**src/rtl/pair_pkg.sv**
```systemverilog
package pair_pkg;

    localparam int REG_W  = 5;
    localparam int WORD_W = 32;
    localparam logic [REG_W-1:0] ZERO_REG = '1;

    typedef enum logic [2:0] {
        OP_NOP = 3'd0,
        OP_ALU = 3'd1,
        OP_BR  = 3'd2,
        OP_LD  = 3'd3,
        OP_ST  = 3'd4
    } op_cls_e;

    typedef enum logic {
        PH_FULL,
        PH_TAIL
    } phase_e;

    typedef struct packed {
        op_cls_e           cls;
        logic [REG_W-1:0]  rd;
        logic [REG_W-1:0]  rs1;
        logic [REG_W-1:0]  rs2;
        logic [WORD_W-1:0] word;
    } slot_t;

    function automatic logic uses_src1(op_cls_e c);
        return c inside {OP_ALU, OP_BR, OP_LD, OP_ST};
    endfunction

    function automatic logic uses_src2(op_cls_e c);
        return c inside {OP_ALU, OP_BR, OP_ST};
    endfunction

    // true when an instruction of class c with these sources reads register r
    function automatic logic src_reads(op_cls_e c, logic [REG_W-1:0] s1,
                                       logic [REG_W-1:0] s2, logic [REG_W-1:0] r);
        return (r != ZERO_REG) &&
               ((uses_src1(c) && s1 == r) || (uses_src2(c) && s2 == r));
    endfunction

    function automatic logic cls_legal(int unsigned slot, op_cls_e c);
        if (slot == 0) return c inside {OP_NOP, OP_ALU, OP_BR};
        else           return c inside {OP_NOP, OP_LD, OP_ST};
    endfunction

endpackage

```
**src/rtl/pair_hazard.sv**
```systemverilog
module pair_hazard
    import pair_pkg::*;
#(
    parameter int ALIGN_BITS = 3
) (
    input  logic [ALIGN_BITS-1:0] addr_lo,
    input  op_cls_e               cls0,
    input  op_cls_e               cls1,
    input  logic [REG_W-1:0]      dst0,
    input  logic [1:0][REG_W-1:0] src0,
    input  logic [1:0][REG_W-1:0] src1,
    input  logic                  ld_vld,
    input  logic [REG_W-1:0]      ld_dst,
    output logic                  err,
    output logic                  ld_stall,
    output logic                  split
);
    localparam int NSLOT = 2;

    op_cls_e                  cls_a [NSLOT];
    logic [1:0][REG_W-1:0]    src_a [NSLOT];
    logic [NSLOT-1:0]         slot_ok;
    logic [NSLOT-1:0]         ld_hit;

    assign cls_a[0] = cls0;
    assign cls_a[1] = cls1;
    assign src_a[0] = src0;
    assign src_a[1] = src1;

    for (genvar i = 0; i < NSLOT; i++) begin : g_slot
        assign slot_ok[i] = cls_legal(i, cls_a[i]);
        assign ld_hit[i]  = src_reads(cls_a[i], src_a[i][0], src_a[i][1], ld_dst);
    end

    assign err      = (|addr_lo) || !(&slot_ok);
    assign ld_stall = ld_vld && (|ld_hit);
    assign split    = (cls0 == OP_ALU) && (dst0 != ZERO_REG) &&
                      src_reads(cls1, src1[0], src1[1], dst0);

endmodule

```
**src/rtl/pair_issue_seq.sv**
```systemverilog
module pair_issue_seq
    import pair_pkg::*;
#(
    parameter int                ADDR_W   = 32,
    parameter logic [WORD_W-1:0] NOP_WORD = '0
) (
    input  logic              clk,
    input  logic              rst,
    input  logic              valid,
    input  logic [ADDR_W-1:0] addr,
    input  slot_t             s0,
    input  slot_t             s1,
    input  logic              err,
    input  logic              ld_stall,
    input  logic              split,
    output logic              take,
    output slot_t             alu_q,
    output slot_t             mem_q,
    output logic [ADDR_W-1:0] apc_q,
    output logic [ADDR_W-1:0] mpc_q,
    output logic              err_q
);
    localparam slot_t NOP_SLOT = '{cls: OP_NOP, rd: ZERO_REG, rs1: ZERO_REG,
                                   rs2: ZERO_REG, word: NOP_WORD};
    localparam logic [ADDR_W-1:0] SLOT_STEP = ADDR_W'(4);

    phase_e            ph_q, ph_n;
    slot_t             alu_n, mem_n;
    logic [ADDR_W-1:0] apc_n, mpc_n;
    logic              err_n;

    always_comb begin
        alu_n = NOP_SLOT;
        mem_n = NOP_SLOT;
        apc_n = '0;
        mpc_n = '0;
        err_n = 1'b0;
        take  = 1'b0;
        ph_n  = ph_q;
        if (valid) begin
            if (ph_q == PH_TAIL) begin
                mem_n = s1;
                mpc_n = addr + SLOT_STEP;
                take  = 1'b1;
                ph_n  = PH_FULL;
            end else if (err) begin
                err_n = 1'b1;
                take  = 1'b1;
            end else if (ld_stall) begin
                take  = 1'b0;
            end else if (split) begin
                alu_n = s0;
                apc_n = addr;
                ph_n  = PH_TAIL;
            end else begin
                alu_n = s0;
                mem_n = s1;
                apc_n = addr;
                mpc_n = addr + SLOT_STEP;
                take  = 1'b1;
            end
        end
    end

    always_ff @(posedge clk) begin
        if (rst) begin
            ph_q  <= PH_FULL;
            alu_q <= NOP_SLOT;
            mem_q <= NOP_SLOT;
            apc_q <= '0;
            mpc_q <= '0;
            err_q <= 1'b0;
        end else begin
            ph_q  <= ph_n;
            alu_q <= alu_n;
            mem_q <= mem_n;
            apc_q <= apc_n;
            mpc_q <= mpc_n;
            err_q <= err_n;
        end
    end


    no_rawpair_chk: assert property (@(posedge clk) disable iff (rst)
        !((alu_q.cls == OP_ALU) &&
          src_reads(mem_q.cls, mem_q.rs1, mem_q.rs2, alu_q.rd)));


    no_loaduse_chk: assert property (@(posedge clk) disable iff (rst)
        (mem_q.cls == OP_LD) |=>
        !(src_reads(alu_q.cls, alu_q.rs1, alu_q.rs2, $past(mem_q.rd)) ||
          src_reads(mem_q.cls, mem_q.rs1, mem_q.rs2, $past(mem_q.rd))));


    slot_order_chk: assert property (@(posedge clk) disable iff (rst)
        (alu_q.cls inside {OP_NOP, OP_ALU, OP_BR}) &&
        (mem_q.cls inside {OP_NOP, OP_LD, OP_ST}));


    err_bubble_chk: assert property (@(posedge clk) disable iff (rst)
        err_q |-> (alu_q.cls == OP_NOP) && (mem_q.cls == OP_NOP));


    idle_bubble_chk: assert property (@(posedge clk) disable iff (rst)
        !valid |=> (alu_q.cls == OP_NOP) && (mem_q.cls == OP_NOP) && !err_q);

endmodule

```
**src/rtl/pair_issue_unit.sv**
```systemverilog
module pair_issue_unit
    import pair_pkg::*;
#(
    parameter int                ADDR_W     = 32,
    parameter int                ALIGN_BITS = 3,
    parameter logic [WORD_W-1:0] NOP_WORD   = '0
) (
    input  logic              clk,
    input  logic              rst,
    input  logic              bnd_valid,
    input  logic [ADDR_W-1:0] bnd_addr,
    input  logic [2:0]        lo_cls,
    input  logic [REG_W-1:0]  lo_rd,
    input  logic [REG_W-1:0]  lo_rs1,
    input  logic [REG_W-1:0]  lo_rs2,
    input  logic [WORD_W-1:0] lo_word,
    input  logic [2:0]        hi_cls,
    input  logic [REG_W-1:0]  hi_rd,
    input  logic [REG_W-1:0]  hi_rs1,
    input  logic [REG_W-1:0]  hi_rs2,
    input  logic [WORD_W-1:0] hi_word,
    output logic              bnd_take,
    output logic [2:0]        ap_cls,
    output logic [REG_W-1:0]  ap_rd,
    output logic [REG_W-1:0]  ap_rs1,
    output logic [REG_W-1:0]  ap_rs2,
    output logic [WORD_W-1:0] ap_word,
    output logic [ADDR_W-1:0] ap_pc,
    output logic [2:0]        mp_cls,
    output logic [REG_W-1:0]  mp_rd,
    output logic [REG_W-1:0]  mp_rs1,
    output logic [REG_W-1:0]  mp_rs2,
    output logic [WORD_W-1:0] mp_word,
    output logic [ADDR_W-1:0] mp_pc,
    output logic              pkt_err
);
    slot_t s0, s1, alu_q, mem_q;
    logic  err, ld_stall, split;

    assign s0 = '{cls: op_cls_e'(lo_cls), rd: lo_rd, rs1: lo_rs1, rs2: lo_rs2, word: lo_word};
    assign s1 = '{cls: op_cls_e'(hi_cls), rd: hi_rd, rs1: hi_rs1, rs2: hi_rs2, word: hi_word};

    pair_hazard #(.ALIGN_BITS(ALIGN_BITS)) u_haz (
        .addr_lo  (bnd_addr[ALIGN_BITS-1:0]),
        .cls0     (s0.cls),
        .cls1     (s1.cls),
        .dst0     (s0.rd),
        .src0     ({s0.rs2, s0.rs1}),
        .src1     ({s1.rs2, s1.rs1}),
        .ld_vld   (mem_q.cls == OP_LD),
        .ld_dst   (mem_q.rd),
        .err      (err),
        .ld_stall (ld_stall),
        .split    (split)
    );

    pair_issue_seq #(.ADDR_W(ADDR_W), .NOP_WORD(NOP_WORD)) u_seq (
        .clk      (clk),
        .rst      (rst),
        .valid    (bnd_valid),
        .addr     (bnd_addr),
        .s0       (s0),
        .s1       (s1),
        .err      (err),
        .ld_stall (ld_stall),
        .split    (split),
        .take     (bnd_take),
        .alu_q    (alu_q),
        .mem_q    (mem_q),
        .apc_q    (ap_pc),
        .mpc_q    (mp_pc),
        .err_q    (pkt_err)
    );

    assign ap_cls  = alu_q.cls;
    assign ap_rd   = alu_q.rd;
    assign ap_rs1  = alu_q.rs1;
    assign ap_rs2  = alu_q.rs2;
    assign ap_word = alu_q.word;
    assign mp_cls  = mem_q.cls;
    assign mp_rd   = mem_q.rd;
    assign mp_rs1  = mem_q.rs1;
    assign mp_rs2  = mem_q.rs2;
    assign mp_word = mem_q.word;

endmodule

```
**config.mk**
```make
export PLATFORM = sky130hd
export DESIGN_NAME = pair_issue_unit
export DESIGN_NICKNAME = d
export VERILOG_FILES = /design/src/rtl/pair_pkg.sv /design/src/rtl/pair_hazard.sv /design/src/rtl/pair_issue_seq.sv /design/src/rtl/pair_issue_unit.sv
export SDC_FILE = /design/constraint.sdc
export NUM_CORES = 1
export LEC_CHECK = 0
export BUFFER_PORTS_ARGS = -buffer_cell sky130_fd_sc_hd__buf_4
export CORE_UTILIZATION = 40
export DETAILED_ROUTE_END_ITERATION = 7
export PLACE_DENSITY = 0.77
export SLEW_MARGIN = 20
export SYNTH_ARGS = -nofsm -noshare
export SYNTH_HDL_FRONTEND = slang
export SYNTH_SLANG_ARGS = --single-unit
```
**constraint.sdc**
```tcl
create_clock -name clk -period 2 [get_ports clk]
set_input_delay 0.3 -clock clk [delete_from_list [all_inputs] [get_ports clk]]
set_output_delay 0.3 -clock clk [all_outputs]
set_load 0.01 [all_outputs]
```
Word level (Yosys, flattened, before mapping):

Cells that the tools add are included.

* register bits after elaboration: 166
* bits of input ports: 135
* output and inout port bits: 166
* word-level logic and storage cells: 82

* add/sub/neg operators: 1
* equality and inequality tests: 17
* mux-type cells: 18
* bitwise logic cells: 1
* reduce and logical (&&, ||, !) cells: 31

Operators by type and width (number)
* 2-to-1 mux 50 bit: 4
* 2-to-1 mux 32 bit: 4
* adder 32 x 3 -> 32 bit (second input constant): 1
* equality test 5 bit: 6
* equality test 3 x 2 -> 1 bit (second input constant): 5
* logical AND 1 bit: 12
* nonzero test 3 bit: 4
* 2-to-1 mux 1 bit: 10
* != test 5 bit (second input constant): 2
* nonzero test 4 bit: 2
* equality test 3 x 1 -> 1 bit (second input constant): 2
* equality test 3 bit (second input constant): 2
* zero test 3 bit: 2
* OR reduction 3 bit: 2
* OR reduction 5 bit: 1
* logical OR 1 bit: 4
* OR reduction 2 bit: 2
* AND reduction 2 bit: 1
* zero test 1 bit: 1
* inverter 1 bit: 1

Logic depth before layout (Yosys ltp):

* depth in word-level cells: 11
* depth in mapped cells: 9
* mapped depth without buffers: 6

Modules after synthesis:

Synthesis repeated with hierarchy kept, for this count alone.

* cell total of the unflattened synthesis: 517
* area, all modules: 5566.6 sq um

By module, submodules not included
* pair_issue_seq: times used 1, cells an instance 448, area an instance 5067.4 sq um, seq. area each 3323.2 sq um
* pair_hazard: times used 1, cells an instance 68, area an instance 490.5 sq um, seq. area each 0.0 sq um
* pair_issue_unit: times used 1, cells an instance 1, area an instance 8.8 sq um, seq. area each 0.0 sq um

Worst setup path after synthesis:

No wires, ideal clock.

* path kind: reg2reg
* start: register u_seq.mem_q[42] (netlist name)
* end: register u_seq.alu_q[21] (netlist name)
* library setup time: 0.115 ns
* arrival time: 2.153 ns
* required time: 1.885 ns
* slack: -0.268 ns
* cell stages (with the launch flop): 10
* buffers on the path: 3
* period minus slack after synthesis: 2.268 ns
* cells stage by stage: dfxtp_1 clkbuf_1 xnor2_1 o211ai_1 or4_1 and3_1 o211a_4 buf_2 buf_2 and2_1

* longest elaborated chain between the ends: 7
* elaborated cells between the ends (all ways): 16
* those cells by class: eq/ne (5); reduce/logical (11)

RTL lines
* equality test 5 bit: RTL line pair_pkg.sv:40 `((uses_src1(c) && s1 == r) || (uses_src2(c) && s2 == r));`
* logical AND 1 bit: RTL line pair_pkg.sv:40
* logical OR 1 bit: RTL line pair_pkg.sv:40
* logical AND 1 bit: RTL line pair_pkg.sv:39 `return (r != ZERO_REG) &&`
* OR reduction 2 bit (*): RTL line pair_hazard.sv:36 `assign ld_stall = ld_vld && (|ld_hit);`
* logical AND 1 bit (*): RTL line pair_hazard.sv:36
* OR reduction 5 bit (no line) (*)

Every way passes the cells marked *; elsewhere a longest branch is shown, timed or not.
A chain may end at the register's enable or synchronous reset.

Worst setup path in the final report:

* start: register u_seq.mem_q[44] (netlist name)
* end: output port bnd_take

* longest elaborated chain between the ends: 10
* elaborated cells between the ends (all ways): 19
* those cells by class: eq/ne (5); mux (4); reduce/logical (10)

RTL lines
* equality test 5 bit: RTL line pair_pkg.sv:40
* logical AND 1 bit: RTL line pair_pkg.sv:40
* logical OR 1 bit: RTL line pair_pkg.sv:40
* logical AND 1 bit: RTL line pair_pkg.sv:39
* OR reduction 2 bit (*): RTL line pair_hazard.sv:36
* logical AND 1 bit (*): RTL line pair_hazard.sv:36
* 2-to-1 mux 1 bit (*): RTL line pair_issue_seq.sv:49 `end else if (ld_stall) begin`
* 2-to-1 mux 1 bit (*): RTL line pair_issue_seq.sv:46 `end else if (err) begin`
* 2-to-1 mux 1 bit (*): RTL line pair_issue_seq.sv:41 `if (ph_q == PH_TAIL) begin`
* 2-to-1 mux 1 bit (*): RTL line pair_issue_seq.sv:40 `if (valid) begin`
* end, declared: RTL line pair_issue_unit.sv:22 `output logic bnd_take,`

Marked as above.

==> impl_metrics.ini <==
[status]
status = finished, violations left
violations = negative setup slack

[timing]
tightest_slew_ns = 0.5604
hold_ws_ns = 0.04352
rsz0062_at_grt = true
finalCritPeriodShare = 1.254
slew_headroom = 0.6264
setup-violations-final = 161
fmax_mhz = 398.6
maxSlewViolCount = 0
hold_violations = 0
period_minus_slack_ns = 2.509
fin_skew_ns = 0.01286
layout_setup_ws_ns = -0.5086

[place]
post_dp_cell_area_um2 = 8259
io_buffer_count = 300
dp_hpwl_um = 12120
routabilityCongestion = 0.8253
placed_cells_incl_taps = 983

[setup_path]
worst_ep_arrival_time_ns = 2.21
setup.worst_path.class = reg2out
endpoint_kind = output pin
cp-start-kind = register
crit_required_ns = 1.70
path_max_fanout = 3

[synth]
syn_avg_cell_area_um2 = 11.02
synth_fa_ha_area_frac = 0.002226
synth_seq_cells = 166
yosysWarnings = 0
synth_xor_area_frac = 0.09506
ys_seq_area_frac = 0.5913
syn_inst = 510
yosysUniqueCellTypes = 37
synth_top_family_by_area = simple AND/OR/NAND/NOR gates
muxShareOfSynthArea = 0
synthSimpleGateAreaFrac = 0.1601
synth_compound_area_frac = 0.1162
syn_area_um2 = 5620

[finish]
stdcell_count = 1055
syn2layout_area_growth_pct = 81.14
finalCoreUtilization = 0.7568
fin_area_um2 = 10180
fin_nets = 1002
diodes = 0
layout-drive-gt1-share = 0.6337

[power_and_ir_drop]
seqPwrFrac = 0.458
ir_drop_mv = 0.5732
power_w = 0.007233
p_sw_w = 0.001576
switching_share = 0.2179
p_per_area_nw_per_um2 = 710.4
clock_power_share = 0.473
p_leak_nw = 4.594
internal-power_w = 0.005657
power_frac_comb = 0.068

[global_routing]
grt_pass1_wl_um = 26560
grt_pass1_vias = 5215
grt_use_total = 0.2431
antenna_found_initial = 0
grt_max_degree = 83
gr-total-overflow = 0

[clock_tree]
cts.sinks = 166
cts_tree = yes
path_clk_slew_ns = 0.07
clockBufferDepth = 2
clkLatencyLatePin_ns = 0.43
cts_htree_levels = 4
root_buffer = clkbuf_16
cts_buffers = 17

[routing]
viasPerCell = 4.915
drt_first_pass_iters = 4
via_count = 5185
wl_um = 19800
drt.antenna.violating_nets = 0
drc = 0
wl_per_cell_um = 18.76
drt_iter0_markers = 272

[floorplan]
die_w_um = 120.5
ios = 301
core_area_um2 = 13450
dieHeight_um = 120.5
num_rows = 42
fp.dieArea_um2 = 14530
start_util = 0.4178

[job]
maxCapViolations = 0

[hold_path]
min_path_type = in2reg
## power groups by stage
stage                     sequential, W  clock, W  combinational [W]
final                           0.00332   0.00342           0.000495
after global routing            0.00331   0.00361           0.000524
after CTS                       0.00332   0.00346           0.000454
after detailed placement        0.00340         0           0.000429
after global placement          0.00340         0           0.000422
after floorplan                 0.00340         0           0.000118
## timing repair
item,in CTS,in global routing
setup buffers,12,13
hold buffers,0,0
pin swaps,13,76
cloned,8,14
gates resized for setup,51,116
setup endpoints to repair,141,162
## kinds of logic after synthesis
kind of cell / count (synthesis)
other: 1
buffers and inverters: 32
AOI/OAI and AO/OA: 96
xor gates and xnor gates: 61
DFF: 166
and+or+nand+nor: 153
adders and majority gates: 1
## layer usage
metal  global-route usage  up-vias  part of all wire
met3              0.08019       46             0.076
met2               0.4555      243              0.53
li1                     -     2417                 -
met5                    0        -                 0
met4              0.09491        0             0.031
met1               0.2469     2479              0.36
## Yosys cell counts
cell type	count	share of area
a2111o_1	1	0.0020
a211oi_1	2	0.0027
a21boi_1	38	0.051
a21o_1	15	0.020
a21oi_1	30	0.027
a22o_1	1	0.0016
and2_1	63	0.070
and3_1	12	0.013
and3b_1	1	0.0016
and4_1	2	0.0031
buf_2	5	0.0045
buf_6	9	0.018
clkbuf_1	16	0.011
conb_1	1	0.00067
dfxtp_1	166	0.59
ha_1	1	0.0022
inv_1	2	0.0013
nand2_1	9	0.0060
nand2b_1	16	0.018
nand3_1	20	0.018
nand3b_1	1	0.0013
nand4_1	8	0.0089
nor2_1	7	0.0047
nor3_1	6	0.0053
nor3b_1	2	0.0027
o211a_4	1	0.0031
o211ai_1	2	0.0027
o21a_1	1	0.0013
o21ai_0	2	0.0018
o21ai_1	1	0.00089
o22ai_1	1	0.0011
o31a_1	1	0.0016
or2_0	1	0.0011
or3_1	2	0.0022
or4_1	3	0.0040
xnor2_1	22	0.034
xor2_1	39	0.061
## cell usage in the layout, fill, tap and decap left out, types with 5 or more instances in the layout
cell type,n
nand2b_1,5
a21o_1,15
and2_4,63
nand2_1,9
nor2_1,7
buf_16,8
nand2b_4,11
dfxtp_1,161
buf_4,318
nand3_1,19
a21boi_2,35
buf_12,10
a21oi_2,27
nand4_1,8
clkbuf_16,27
xor2_1,37
buf_6,13
xnor2_2,6
xnor2_1,16
and3_1,11
## worst paths after layout
kind              slack [ns]  cells after the start            start              end
setup reg to reg       -0.51                     12  u_seq.mem_q[46]  u_seq.mem_q[32]
hold / removal          0.04                      2         hi_rd[3]  u_seq.mem_q[45]
hold reg to reg         0.55                      1       u_seq.ph_q      u_seq.err_q
setup / recovery       -0.51                      7  u_seq.mem_q[44]         bnd_take
## through the flow
step / setup slack, ns / setup TNS (ns)
after global routing: -0.5645 / -60.47
final: -0.5086 / -53.77
after detailed placement: -0.4288 / -47.78
after CTS: -0.4227 / -55.65
after global placement: -0.4034 / -46.31
after floorplan: -0.1299 / -5.371
## flip-flops by register name, indices dropped and copies added, names as in the netlist
register     cells
u_seq.mem_q     50
u_seq.err_q      1
u_seq.apc_q     32
u_seq.mpc_q     32
u_seq.ph_q       1
u_seq.alu_q     50
## cell type report
cell class	count	area (um2)
inverter	2	7.507
clock inverter	13	168.9
tap	176	220.2
fill	856	3272
sequential	166	3339
timing repair buffer	363	3264
multi-input combinational	316	2728
clock buffer	19	452.9
## worst max-delay path, stage by stage (launching register included)
cell and delay [ns]:
dfxtp_4 0.37, buf_12 0.13, xor2_1 0.13, or4_4 0.57, nand3_4 0.12, a211oi_2 0.07
o31a_1 0.26, buf_6 0.13
No activity file was read; power rests on OpenSTA's default activity.
